### config.mk
export PLATFORM = sky130hd
export DESIGN_NAME = phy_cbus_master
export DESIGN_NICKNAME = d
export VERILOG_FILES = /design/src/rtl/phy_cbus_pkg.sv /design/src/rtl/phy_cbus_dpath.sv /design/src/rtl/phy_cbus_ctrl.sv /design/src/rtl/phy_cbus_master.sv
export SDC_FILE = /design/constraint.sdc
export NUM_CORES = 1
export LEC_CHECK = 0
export ABC_AREA = 1
export CORE_MARGIN = 5
export CORE_UTILIZATION = 40
export CTS_BUF_LIST = sky130_fd_sc_hd__clkbuf_8
export DETAILED_ROUTE_END_ITERATION = 10
export PLACE_DENSITY_LB_ADDON = 0.05
export SYNTH_ARGS = -nofsm -noshare
export SYNTH_HDL_FRONTEND = slang
export SYNTH_SLANG_ARGS = --single-unit
export TNS_END_PERCENT = 30
### constraint.sdc
create_clock -name clk -period 2.9 [get_ports clk]
set_input_delay 0.435 -clock clk [delete_from_list [all_inputs] [get_ports clk]]
set_output_delay 0.435 -clock clk [all_outputs]
set_load 0.05 [all_outputs]
### src/rtl/phy_cbus_pkg.sv
package phy_cbus_pkg;
  localparam int PAY_W    = 16;
  localparam int CAPA_BIT = 16;
  localparam int CAPD_BIT = 17;
  localparam int WR_BIT   = 18;
  localparam int RD_BIT   = 19;
  localparam int CTL_W    = RD_BIT + 1;
  localparam int ACK_BIT  = 16;
  localparam int STAT_W   = ACK_BIT + 1;

  typedef enum logic [2:0] {
    W_ZERO, W_ADDR_CAP, W_ADDR, W_DATA_CAP, W_DATA, W_WR, W_RD
  } wordSel_e;

  typedef enum logic [3:0] {
    ST_IDLE, ST_ADDR_HI, ST_ADDR_LO, ST_DATA_HI, ST_DATA_LO,
    ST_WR_HI, ST_WR_LO, ST_RD_HI, ST_RD_LO
  } seqState_e;

  typedef struct packed {
    logic     latchReq;
    logic     loadWord;
    wordSel_e sel;
    logic     captureRd;
    logic     clearRd;
    logic     pollRun;
  } dpStrobes_t;
endpackage

### src/rtl/phy_cbus_dpath.sv
module phy_cbus_dpath
  import phy_cbus_pkg::*;
#(
  parameter int POLL_GAP   = 2,
  parameter int POLL_LIMIT = 10
) (
  input  logic              clk,
  input  logic              rstN,
  input  dpStrobes_t        strb,
  input  logic [PAY_W-1:0]  reqAddr,
  input  logic [PAY_W-1:0]  reqWdata,
  input  logic [STAT_W-1:0] statWord,
  output logic [CTL_W-1:0]  ctlWord,
  output logic [PAY_W-1:0]  rdData,
  output logic              pollTick,
  output logic              lastPoll,
  output logic              ackIn
);
  localparam int CNT_W = $clog2(POLL_LIMIT + 1);

  logic [PAY_W-1:0] addrQ, dataQ;
  logic [PAY_W-1:0] addrSrc, dataSrc;
  logic [CTL_W-1:0] ctlQ, ctlNxt;
  logic [CNT_W-1:0] pollCnt;

  assign addrSrc = strb.latchReq ? reqAddr  : addrQ;
  assign dataSrc = strb.latchReq ? reqWdata : dataQ;
  assign ackIn   = statWord[ACK_BIT];

  always_ff @(posedge clk or negedge rstN) begin
    if (!rstN) begin
      addrQ <= '0;
      dataQ <= '0;
    end else if (strb.latchReq) begin
      addrQ <= reqAddr;
      dataQ <= reqWdata;
    end
  end

  always_comb begin
    ctlNxt = '0;
    case (strb.sel)
      W_ADDR_CAP: begin ctlNxt[PAY_W-1:0] = addrSrc; ctlNxt[CAPA_BIT] = 1'b1; end
      W_ADDR:     ctlNxt[PAY_W-1:0] = addrSrc;
      W_DATA_CAP: begin ctlNxt[PAY_W-1:0] = dataSrc; ctlNxt[CAPD_BIT] = 1'b1; end
      W_DATA:     ctlNxt[PAY_W-1:0] = dataSrc;
      W_WR:       ctlNxt[WR_BIT] = 1'b1;
      W_RD:       ctlNxt[RD_BIT] = 1'b1;
      default:    ctlNxt = '0;
    endcase
  end

  always_ff @(posedge clk or negedge rstN) begin
    if (!rstN)              ctlQ <= '0;
    else if (strb.loadWord) ctlQ <= ctlNxt;
  end
  assign ctlWord = ctlQ;

  always_ff @(posedge clk or negedge rstN) begin
    if (!rstN)               rdData <= '0;
    else if (strb.clearRd)   rdData <= '0;
    else if (strb.captureRd) rdData <= statWord[PAY_W-1:0];
  end

  // Poll spacing: a parameter picks a plain every-cycle poll or a gap counter.
  generate
    if (POLL_GAP == 1) begin : g_gap_none
      assign pollTick = strb.pollRun;
    end else begin : g_gap_cnt
      localparam int GAP_W = $clog2(POLL_GAP);
      logic [GAP_W-1:0] gapCnt;
      assign pollTick = strb.pollRun && (gapCnt == GAP_W'(POLL_GAP - 1));
      always_ff @(posedge clk or negedge rstN) begin
        if (!rstN)              gapCnt <= '0;
        else if (strb.loadWord) gapCnt <= '0;
        else if (strb.pollRun)  gapCnt <= pollTick ? '0 : gapCnt + 1'b1;
      end
      // polls are never back to back when a gap is configured
      a_r7_poll_spacing: assert property (@(posedge clk) disable iff (!rstN)
        pollTick |=> !pollTick);
    end
  endgenerate

  always_ff @(posedge clk or negedge rstN) begin
    if (!rstN)              pollCnt <= '0;
    else if (strb.loadWord) pollCnt <= '0;
    else if (pollTick)      pollCnt <= pollCnt + 1'b1;
  end
  assign lastPoll = (pollCnt == CNT_W'(POLL_LIMIT - 1));

  // the poll count of one wait never passes the limit
  a_r8_poll_bound: assert property (@(posedge clk) disable iff (!rstN)
    pollCnt < CNT_W'(POLL_LIMIT));
  // at most one strobe bit set in the control word
  a_r2_one_strobe: assert property (@(posedge clk) disable iff (!rstN)
    $onehot0(ctlQ[RD_BIT:CAPA_BIT]));
endmodule

### src/rtl/phy_cbus_ctrl.sv
module phy_cbus_ctrl
  import phy_cbus_pkg::*;
(
  input  logic       clk,
  input  logic       rstN,
  input  logic       reqValid,
  input  logic       reqWrite,
  input  logic       pollTick,
  input  logic       lastPoll,
  input  logic       ackIn,
  output dpStrobes_t strb,
  output logic       reqReady,
  output logic       rspDone,
  output logic       rspErr
);
  seqState_e stateQ, stateD;
  logic isWriteQ, isWriteD;
  logic finish, fail;

  function automatic logic wantHigh(input seqState_e s);
    return (s == ST_ADDR_HI) || (s == ST_DATA_HI) || (s == ST_WR_HI) || (s == ST_RD_HI);
  endfunction

  always_comb begin
    strb         = '0;
    strb.sel     = W_ZERO;
    strb.pollRun = (stateQ != ST_IDLE);
    stateD       = stateQ;
    isWriteD     = isWriteQ;
    finish       = 1'b0;
    fail         = 1'b0;
    if (stateQ == ST_IDLE) begin
      if (reqValid) begin
        strb.latchReq = 1'b1;
        strb.clearRd  = 1'b1;
        strb.loadWord = 1'b1;
        strb.sel      = W_ADDR_CAP;
        isWriteD      = reqWrite;
        stateD        = ST_ADDR_HI;
      end
    end else if (pollTick) begin
      if (ackIn == wantHigh(stateQ)) begin
        strb.loadWord = 1'b1;
        case (stateQ)
          ST_ADDR_HI: begin strb.sel = W_ADDR; stateD = ST_ADDR_LO; end
          ST_ADDR_LO: begin
            if (isWriteQ) begin strb.sel = W_DATA_CAP; stateD = ST_DATA_HI; end
            else          begin strb.sel = W_RD;       stateD = ST_RD_HI;   end
          end
          ST_DATA_HI: begin strb.sel = W_DATA; stateD = ST_DATA_LO; end
          ST_DATA_LO: begin strb.sel = W_WR;   stateD = ST_WR_HI;   end
          ST_WR_HI:   begin strb.sel = W_DATA; stateD = ST_WR_LO;   end
          ST_WR_LO:   begin strb.sel = W_ZERO; stateD = ST_IDLE; finish = 1'b1; end
          ST_RD_HI:   begin strb.sel = W_ZERO; strb.captureRd = 1'b1; stateD = ST_RD_LO; end
          ST_RD_LO:   begin strb.sel = W_ZERO; stateD = ST_IDLE; finish = 1'b1; end
          default:    begin strb.sel = W_ZERO; stateD = ST_IDLE; end
        endcase
      end else if (lastPoll) begin
        strb.loadWord = 1'b1;
        strb.sel      = W_ZERO;
        stateD        = ST_IDLE;
        finish        = 1'b1;
        fail          = 1'b1;
      end
    end
  end

  always_ff @(posedge clk or negedge rstN) begin
    if (!rstN) begin
      stateQ   <= ST_IDLE;
      isWriteQ <= 1'b0;
      rspDone  <= 1'b0;
      rspErr   <= 1'b0;
    end else begin
      stateQ   <= stateD;
      isWriteQ <= isWriteD;
      rspDone  <= finish;
      rspErr   <= fail;
    end
  end

  assign reqReady = (stateQ == ST_IDLE);

  // done is a single-cycle pulse
  a_r10_done_pulse: assert property (@(posedge clk) disable iff (!rstN)
    rspDone |=> !rspDone);
  // error only together with done
  a_r10_err_with_done: assert property (@(posedge clk) disable iff (!rstN)
    rspErr |-> rspDone);
  // a taken request makes the block busy on the next cycle
  a_r9_busy_after_take: assert property (@(posedge clk) disable iff (!rstN)
    (reqReady && reqValid) |=> !reqReady);
endmodule

### src/rtl/phy_cbus_master.sv
module phy_cbus_master
  import phy_cbus_pkg::*;
#(
  parameter int POLL_GAP   = 2,
  parameter int POLL_LIMIT = 10
) (
  input  logic              clk,
  input  logic              rstN,
  input  logic              reqValid,
  input  logic              reqWrite,
  input  logic [PAY_W-1:0]  reqAddr,
  input  logic [PAY_W-1:0]  reqWdata,
  output logic              reqReady,
  output logic              rspDone,
  output logic              rspErr,
  output logic [PAY_W-1:0]  rspRdata,
  output logic [CTL_W-1:0]  ctlWord,
  input  logic [STAT_W-1:0] statWord
);
  dpStrobes_t strb;
  logic pollTick, lastPoll, ackIn;

  phy_cbus_ctrl i_ctrl (
    .clk      (clk),
    .rstN     (rstN),
    .reqValid (reqValid),
    .reqWrite (reqWrite),
    .pollTick (pollTick),
    .lastPoll (lastPoll),
    .ackIn    (ackIn),
    .strb     (strb),
    .reqReady (reqReady),
    .rspDone  (rspDone),
    .rspErr   (rspErr)
  );

  phy_cbus_dpath #(
    .POLL_GAP   (POLL_GAP),
    .POLL_LIMIT (POLL_LIMIT)
  ) i_dpath (
    .clk      (clk),
    .rstN     (rstN),
    .strb     (strb),
    .reqAddr  (reqAddr),
    .reqWdata (reqWdata),
    .statWord (statWord),
    .ctlWord  (ctlWord),
    .rdData   (rspRdata),
    .pollTick (pollTick),
    .lastPoll (lastPoll),
    .ackIn    (ackIn)
  );

  // whenever the block is idle the control word is zero
  a_r8_idle_word_zero: assert property (@(posedge clk) disable iff (!rstN)
    reqReady |-> (ctlWord == '0));
endmodule

==> flow_metrics.py, run 1 <==
metrics = {
    "floorplanning": {
        "fp.dieH_um": 104,
        "start_util": 0.410,
        "die_area_um2": 10900,
        "num_io_pins": 92,
        "die_w_um": 104,
        "core_um2": 8680,
        "num_rows": 34,
    },
    "worst_setup_path": {
        "cpMaxStageDelayCell": "clkdlybuf4s50_1",
        "worstPathMaxFanout": 4,
        "r2r_slack_ns": 0.84,
        "r2r_end": "i_dpath.ctlWord[12]",
        "reg2reg_depth": 10,
        "cp.required_ns": 2.47,
        "critical_path_class": "register to output pin",
        "path_cells": "nor2_2, nand2_4, inv_2, clkdlybuf4s50_1",
        "crit_path_end_kind": "output pin",
        "start_kind": "register",
        "cp-endpoint": "reqReady",
        "crit_path_start": "i_ctrl.stateQ[3]",
        "cp_data_arrival_time_ns": 2.05,
        "rr_startpoint": "i_ctrl.stateQ[3]",
        "critPathMaxStageDelay_ns": 0.79,
    },
    "sta": {
        "worstMarginPinSlew_ns": 1.01,
        "finalCritPeriodShare": 0.855,
        "fin_setup_tns_ns": 0,
        "whs_ns": 0.244,
        "setup_ws_ns": 0.420,
        "hold_viol": 0,
        "relSlewSlack": 0.329,
        "maxSlewViolCount": 0,
        "fmax_ghz": 0.403,
        "final-setup-viol-count": 0,
        "min_period_ns": 2.48,
        "rsz0062_at_grt": "false",
        "finClkSkew_ns": 0.00823,
    },
    "yosys": {
        "synth_cells": 400,
        "ys.warnings.count": 0,
        "synth_edf_count": 0,
        "synth.top_cell.area_share": 0.562,
        "synth_fa_ha_area_frac": 0.00703,
        "synth_xor_area_frac": 0.00246,
        "netlist_area_um2": 3560,
        "yosys.area.top_type": "dfrtp_1",
        "synth_area_per_cell_um2": 8.90,
        "yosys.cell_types.count": 24,
        "ys_top_cells_by_area": "dfrtp_1 56%, nand2_1 14%, nand3_1 6.7%",
        "synth.mux.area_fraction": 0,
        "synthesis.nets": 455,
        "synth_top_family_by_area": "simple AND/OR/NAND/NOR gates",
        "async_flop_share": 1.00,
        "synth-simple-area-share": 0.313,
        "synthFlopType": "dfrtp_1",
        "ys_ff_latch": 80,
        "synth_compound_area_frac": 0.0499,
        "ys_seq_area_frac": 0.562,
        "synth_most_common_cell": "nand2_1",
        "synth_commonest_cells": "136 x nand2_1, 80 x dfrtp_1, 48 x nand3_1",
    },
    "global_routing": {
        "grt_pass1_wl_um": 14700,
        "antenna_found_initial": 0,
        "grt_pass1_vias": 2973,
        "grtUsageTotal": 0.164,
        "gr-total-overflow": 0,
        "grt_max_degree": 81,
    },
    "cells_and_area": {
        "fill_cells": 823,
        "synthToLayoutAreaGrowth_pct": 33.7,
        "multi_input_area_um2": 1330,
        "fin_util": 0.549,
        "num_antenna_cells": 0,
        "regArea_um2": 2000,
        "drive_above_1_share": 0.114,
        "nNetsFinal": 543,
    },
    "cts": {
        "post_cts.repair.setup_buffers": 0,
        "htree_levels": 3,
        "path_clk_slew_ns": 0.08,
        "ctsHoldBuffers": 0,
        "cts_inserted_buffers": 9,
        "cts-root-buf": "clkbuf_8",
        "clock_latency_ns": 0.35,
        "tritoncts": "yes",
        "cts_resized": 0,
        "clock-sinks": 80,
        "cts_buffer_depth": 2,
    },
    "job": {
        "max_cap_viol_count": 0,
    },
    "outcome": {
        "status": "finished, final reports clean",
    },
    "placement": {
        "post-place-ws_ns": 0.621,
        "numPortBuffers": 91,
        "place_congestion": 0.836,
        "dp_hpwl_um": 6010,
    },
    "pwr": {
        "ir_drop_mv": 0.606,
        "powerDensity_nw_per_um2": 1070,
        "p_leak_nw": 2.33,
    },
    "worst_hold_path": {
        "min_path_type": "input port to asynchronous set/reset pin",
    },
    "drt": {
        "antenna_left": 0,
        "num_vias": 2982,
        "viasPerCell": 4.96,
        "post_drt_wl_per_cell_um": 14.6,
        "wirelength_um": 8780,
        "first_pass_iters": 4,
        "drtIter0Drc": 116,
        "route.detailed.drc": 0,
    },
}
sequential cells by signal (all words and copies together) (netlist names):
name                      count
i_ctrl.isWriteQ               1
i_ctrl.rspDone                1
i_ctrl.rspErr                 1
i_ctrl.stateQ                 4
i_dpath.addrQ                16
i_dpath.ctlWord              20
i_dpath.dataQ                16
i_dpath.g_gap_cnt.gapCnt      1
i_dpath.pollCnt               4
i_dpath.rdData               16
cell usage in the layout, fill, tap and decap left out, drive strengths merged:
master,count
xor2,1
clkbuf,10
o22ai,2
nor2,8
dfrtp,80
clkinv,1
a32o,1
inv,32
clkdlybuf4s50,90
o21ai,25
bufinv,2
ha,2
nand2,146
a21oi,6
nor4,1
nand3,60
nand4,17
buf,7
clkinvlp,2
worst min-delay path by stage:
stage / startpoint / end / slack (ns) / cells past startpoint
2_1_floorplan: rstN / i_ctrl.isWriteQ / 0.14 / 0
3_3_place_gp: i_dpath.addrQ[5] / i_dpath.addrQ[5] / 0.46 / 2
3_5_place_dp: i_dpath.dataQ[3] / i_dpath.dataQ[3] / 0.47 / 2
4_1_cts: rstN / i_ctrl.rspDone / 0.29 / 1
5_1_grt: rstN / i_ctrl.rspErr / 0.35 / 1
6_report: rstN / i_ctrl.rspErr / 0.24 / 1
worst max-delay path, delay by kind of cell, from the launching register on:
kind	cells	cell delay (ns)
flip-flops	1	0.44
buffers and inverters	2	0.87
AND/OR/NAND/NOR	2	0.38
metrics by stage:
step | total power, mW | cell area (um2) | cells
6_report | 5.11 | 4760 | 601
4_1_cts | 5.15 | 4760 | 601
3_5_place_dp | 4.21 | 4530 | 585
5_1_grt | 5.45 | 4760 | 601
3_3_place_gp | 4.18 | 4530 | 585
2_1_floorplan | 3.48 | 3560 | 400
cells by family (layout without fill, tap and decap cells):
logic type / count (synthesis) / count (layout)
and+or+nand+nor: 232 / 232
adders and majority gates: 2 / 2
xor gates and xnor gates: 1 / 1
AOI/OAI and AO/OA: 34 / 34
buffers and inverters: 51 / 144
DFF: 80 / 80
metal layers:
metal	vias to the layer above	track usage	share of wire
met1	1399	0.234	0.49
met3	11	0.0341	0.046
li1	1486	-	-
met4	0	0.0555	0.015
met5	-	0	0
met2	86	0.248	0.45
where the power goes:
part           total (mW)  switching [mW]  internal (mW)  leakage, nW
Sequential           1.74           0.211           1.53         1.04
Combinational        2.44            1.67          0.765         1.19
Clock               0.928           0.416          0.513        0.110
final cells by class:
cell class | instances | area share
sequential | 80 | 0.420
timing repair buffer | 97 | 0.200
clock buffer | 10 | 0.0289
tap | 108 | 0.0284
inverter | 31 | 0.0244
clock inverter | 6 | 0.0192
multi-input combinational | 269 | 0.278
No activity file was read; power rests on OpenSTA's default activity.
==> run 2, diff against run 1 <==
Settings changed: CORE_MARGIN 5 to 3, SYNTH_HIERARCHICAL set to 1.
Clock period 2.9 ns to 2.4 ns, I/O delays scaled along.
==> run 2 against run 1 <==
  * Flip-flop and latch count stayed put
  * Critical path depth grew 11
  * Register-to-register slack got worse by 0.60 ns
  * Total power rose by 19%
  * Sequential share of layout area down 2.1 points
  * Combinational power is 23% higher
  * Largest power group unchanged
==> flow_metrics.py, run 2 <==
metrics = {
    "worst_setup_path": {
        "crit_path_end_kind": "register",
        "path_cells": "nor2_4, nand2_4, nand2_1, inv_1, inv_1, a21oi_4, nand2_4, nor2_4, nand2_2, nand2_4, buf_4, nand3_1, nand2_1, nand2_1, nand2_1",
        "worstPathBufferInverterCount": 3,
        "cp_top_family": "simple AND/OR/NAND/NOR gates",
        "cp_data_arrival_time_ns": 2.44,
        "cp.required_ns": 2.68,
        "critPathMaxStageDelay_ns": 0.43,
        "crit_path_frequent_cell": "nand2_1",
        "cpMaxStageDelayCell": "dfrtp_1",
        "worstPathMaxFanout": 10,
        "critical_path_class": "register to register",
        "start_kind": "register",
    },
    "cells_and_area": {
        "fin_util": 0.563,
        "fin_cells": 658,
        "num_antenna_cells": 0,
        "synthToLayoutAreaGrowth_pct": 33.6,
        "layout_commonest_cell": "nand2_1",
        "layout_common_cells": "203 x nand2_1, 89 x clkdlybuf4s50_1, 79 x dfrtp_1",
        "drive_above_1_share": 0.124,
        "nNetsFinal": 601,
        "largest_reg_flops": 20,
    },
    "floorplanning": {
        "start_util": 0.422,
        "num_io_pins": 92,
        "num_rows": 34,
        "die_w_um": 103,
        "die_area_um2": 10600,
        "fp.dieH_um": 103,
        "core_um2": 8890,
    },
    "drt": {
        "first_pass_iters": 5,
        "drtIter0Drc": 102,
        "wirelength_um": 9070,
        "antenna_left": 0,
        "route.detailed.drc": 0,
        "num_vias": 3156,
        "post_drt_wl_per_cell_um": 13.8,
        "viasPerCell": 4.80,
    },
    "yosys": {
        "async_flop_share": 1.00,
        "synth_most_common_cell": "nand2_1",
        "ys_seq_area_frac": 0.534,
        "yosys.cell_types.count": 28,
        "synthesis.nets": 508,
        "ys_ff_latch": 80,
        "ys.warnings.count": 6,
        "synth_area_per_cell_um2": 8.28,
        "synth.top_cell.area_share": 0.534,
        "synthFlopType": "dfrtp_1",
        "synth_cells": 453,
        "yosys.area.top_type": "dfrtp_1",
        "synth_edf_count": 0,
        "synth_commonest_cells": "203 x nand2_1, 80 x dfrtp_1, 42 x nand3_1",
        "ys_top_cells_by_area": "dfrtp_1 53%, nand2_1 20%, nand3_1 5.6%",
        "netlist_area_um2": 3750,
    },
    "sta": {
        "hold_viol": 0,
        "finClkSkew_ns": 0.0107,
        "finalCritPeriodShare": 0.902,
        "relSlewSlack": 0.643,
        "worstMarginPinSlew_ns": 0.534,
        "final-setup-viol-count": 0,
        "whs_ns": 0.471,
        "rsz0062_at_grt": "false",
        "min_period_ns": 2.16,
        "maxSlewViolCount": 0,
        "fmax_ghz": 0.462,
    },
    "placement": {
        "placed_cells": 642,
        "numPortBuffers": 91,
        "dp_hpwl_um": 6370,
        "place_congestion": 0.799,
    },
    "pwr": {
        "power_switching_share": 0.447,
        "p_comb_frac": 0.492,
        "sequentialPowerShare": 0.333,
        "clockPowerShare": 0.175,
        "powerDensity_nw_per_um2": 1210,
        "switching_power_mw": 2.72,
        "ir_drop_mv": 0.594,
        "p_leak_nw": 2.49,
        "intPower_mw": 3.35,
    },
    "cts": {
        "cts_buffer_depth": 2,
        "cts-root-buf": "clkbuf_8",
        "clock-sinks": 80,
        "cts_inserted_buffers": 9,
        "clock_latency_ns": 0.34,
        "htree_levels": 3,
        "tritoncts": "yes",
        "post_cts.repair.setup_buffers": 0,
        "path_clk_slew_ns": 0.08,
    },
    "global_routing": {
        "antenna_found_initial": 0,
        "grt_pass1_vias": 3113,
        "grtUsageTotal": 0.182,
        "gr-total-overflow": 0,
        "grt_pass1_wl_um": 15000,
        "grt_max_degree": 46,
    },
    "job": {
        "max_cap_viol_count": 0,
    },
    "outcome": {
        "status": "finished, final reports clean",
    },
    "worst_hold_path": {
        "min_path_type": "register to register",
    },
}
-- run 2: cell types whose count changed after synthesis, moves of 5 or more --
cell and delta:
buf_4 +6, nand4_1 -16, nand3_2 -9, o21ai_0 -8
buf_2 -5, nand3_1 -6, nand2_1 +67, nor2_1 +7
inv_1 +10, inv_2 -6, o21ai_2 +13
-- run 2: per-layer routing --
metal / GRT usage / part of all wire / vias up / routed length (um)
met4: 0.0657 / 0.011 / 0 / 96
met5: 0 / 0 / - / 0
met3: 0.0392 / 0.056 / 8 / 504
met2: 0.282 / 0.47 / 85 / 4230
li1: - / - / 1586 / -
met1: 0.252 / 0.47 / 1477 / 4240
-- run 2: path summary, 6_finish.rpt --
kind	cells past startpoint	slack [ns]	endpoint	from
hold reg to reg	2	0.47	i_dpath/addrQ[9]	i_dpath/addrQ[9]
setup reg to reg	15	0.24	i_dpath/ctlWord[4]	i_ctrl/stateQ[3]
hold / removal	2	0.47	i_dpath/addrQ[9]	i_dpath/addrQ[9]
max in group asynchronous	3	1.27	i_dpath/addrQ[10]	rstN
min in group asynchronous	2	0.51	i_ctrl/rspErr	rstN
setup / recovery	15	0.24	i_dpath/ctlWord[4]	i_ctrl/stateQ[3]
-- run 2: what timing repair did --
| action | 4_1_cts | 5_1_grt |
|---|---|---|
| resized for setup | 0 | 6 |
| endpoints found under the hold margin | 35 | 0 |
| hold buffers | 1 | 0 |
| setup endpoints to repair | 0 | 23 |
-- run 2: worst min-delay path: cells and delay by family (launching register included) --
| family | cells | cell delay [ns] |
|---|---|---|
| flip-flops | 1 | 0.33 |
| AND/OR/NAND/NOR | 2 | 0.11 |
-- run 2: metrics by stage --
stage	TNS [ns]	total power, mW	setup slack [ns]	area (um2)
floorplan	0	4.13	0.266	3750
global placement	0	4.99	0.0511	4770
detailed placement	-0.394	5.03	-0.0454	4770
CTS	0	6.11	0.0145	4990
global route	0	6.52	0.0213	5010
finish	0	6.07	0.235	5010
-- run 2: cell families after synthesis --
group | count (synthesis) | share of synthesized area
adder cells (fa/ha/maj) | 2 | 0.00667
AO/OA/AOI/OAI | 31 | 0.0587
flip-flops | 80 | 0.534
buffers and inverters | 59 | 0.0774
AND/OR/NAND/NOR | 281 | 0.323
-- run 2: layout make-up --
type,count,area (um2)
Fill cell,842,3880
Sequential cell,80,2000
Multi-Input combinational cell,314,1470
Timing Repair Buffer,104,1050
Inverter,37,143
Tap cell,108,135
Clock buffer,9,124
Clock inverter,6,85.1
-- run 2: power by group through the flow --
| stage | Combinational (mW) | Sequential, mW | Clock, mW |
|---|---|---|---|
| 3_5_place_dp | 2.99 | 2.04 | 0 |
| 6_report | 2.99 | 2.02 | 1.06 |
| 2_1_floorplan | 1.62 | 2.51 | 0 |
| 4_1_cts | 3.00 | 2.03 | 1.09 |
| 3_3_place_gp | 2.96 | 2.03 | 0 |
| 5_1_grt | 3.29 | 2.07 | 1.15 |
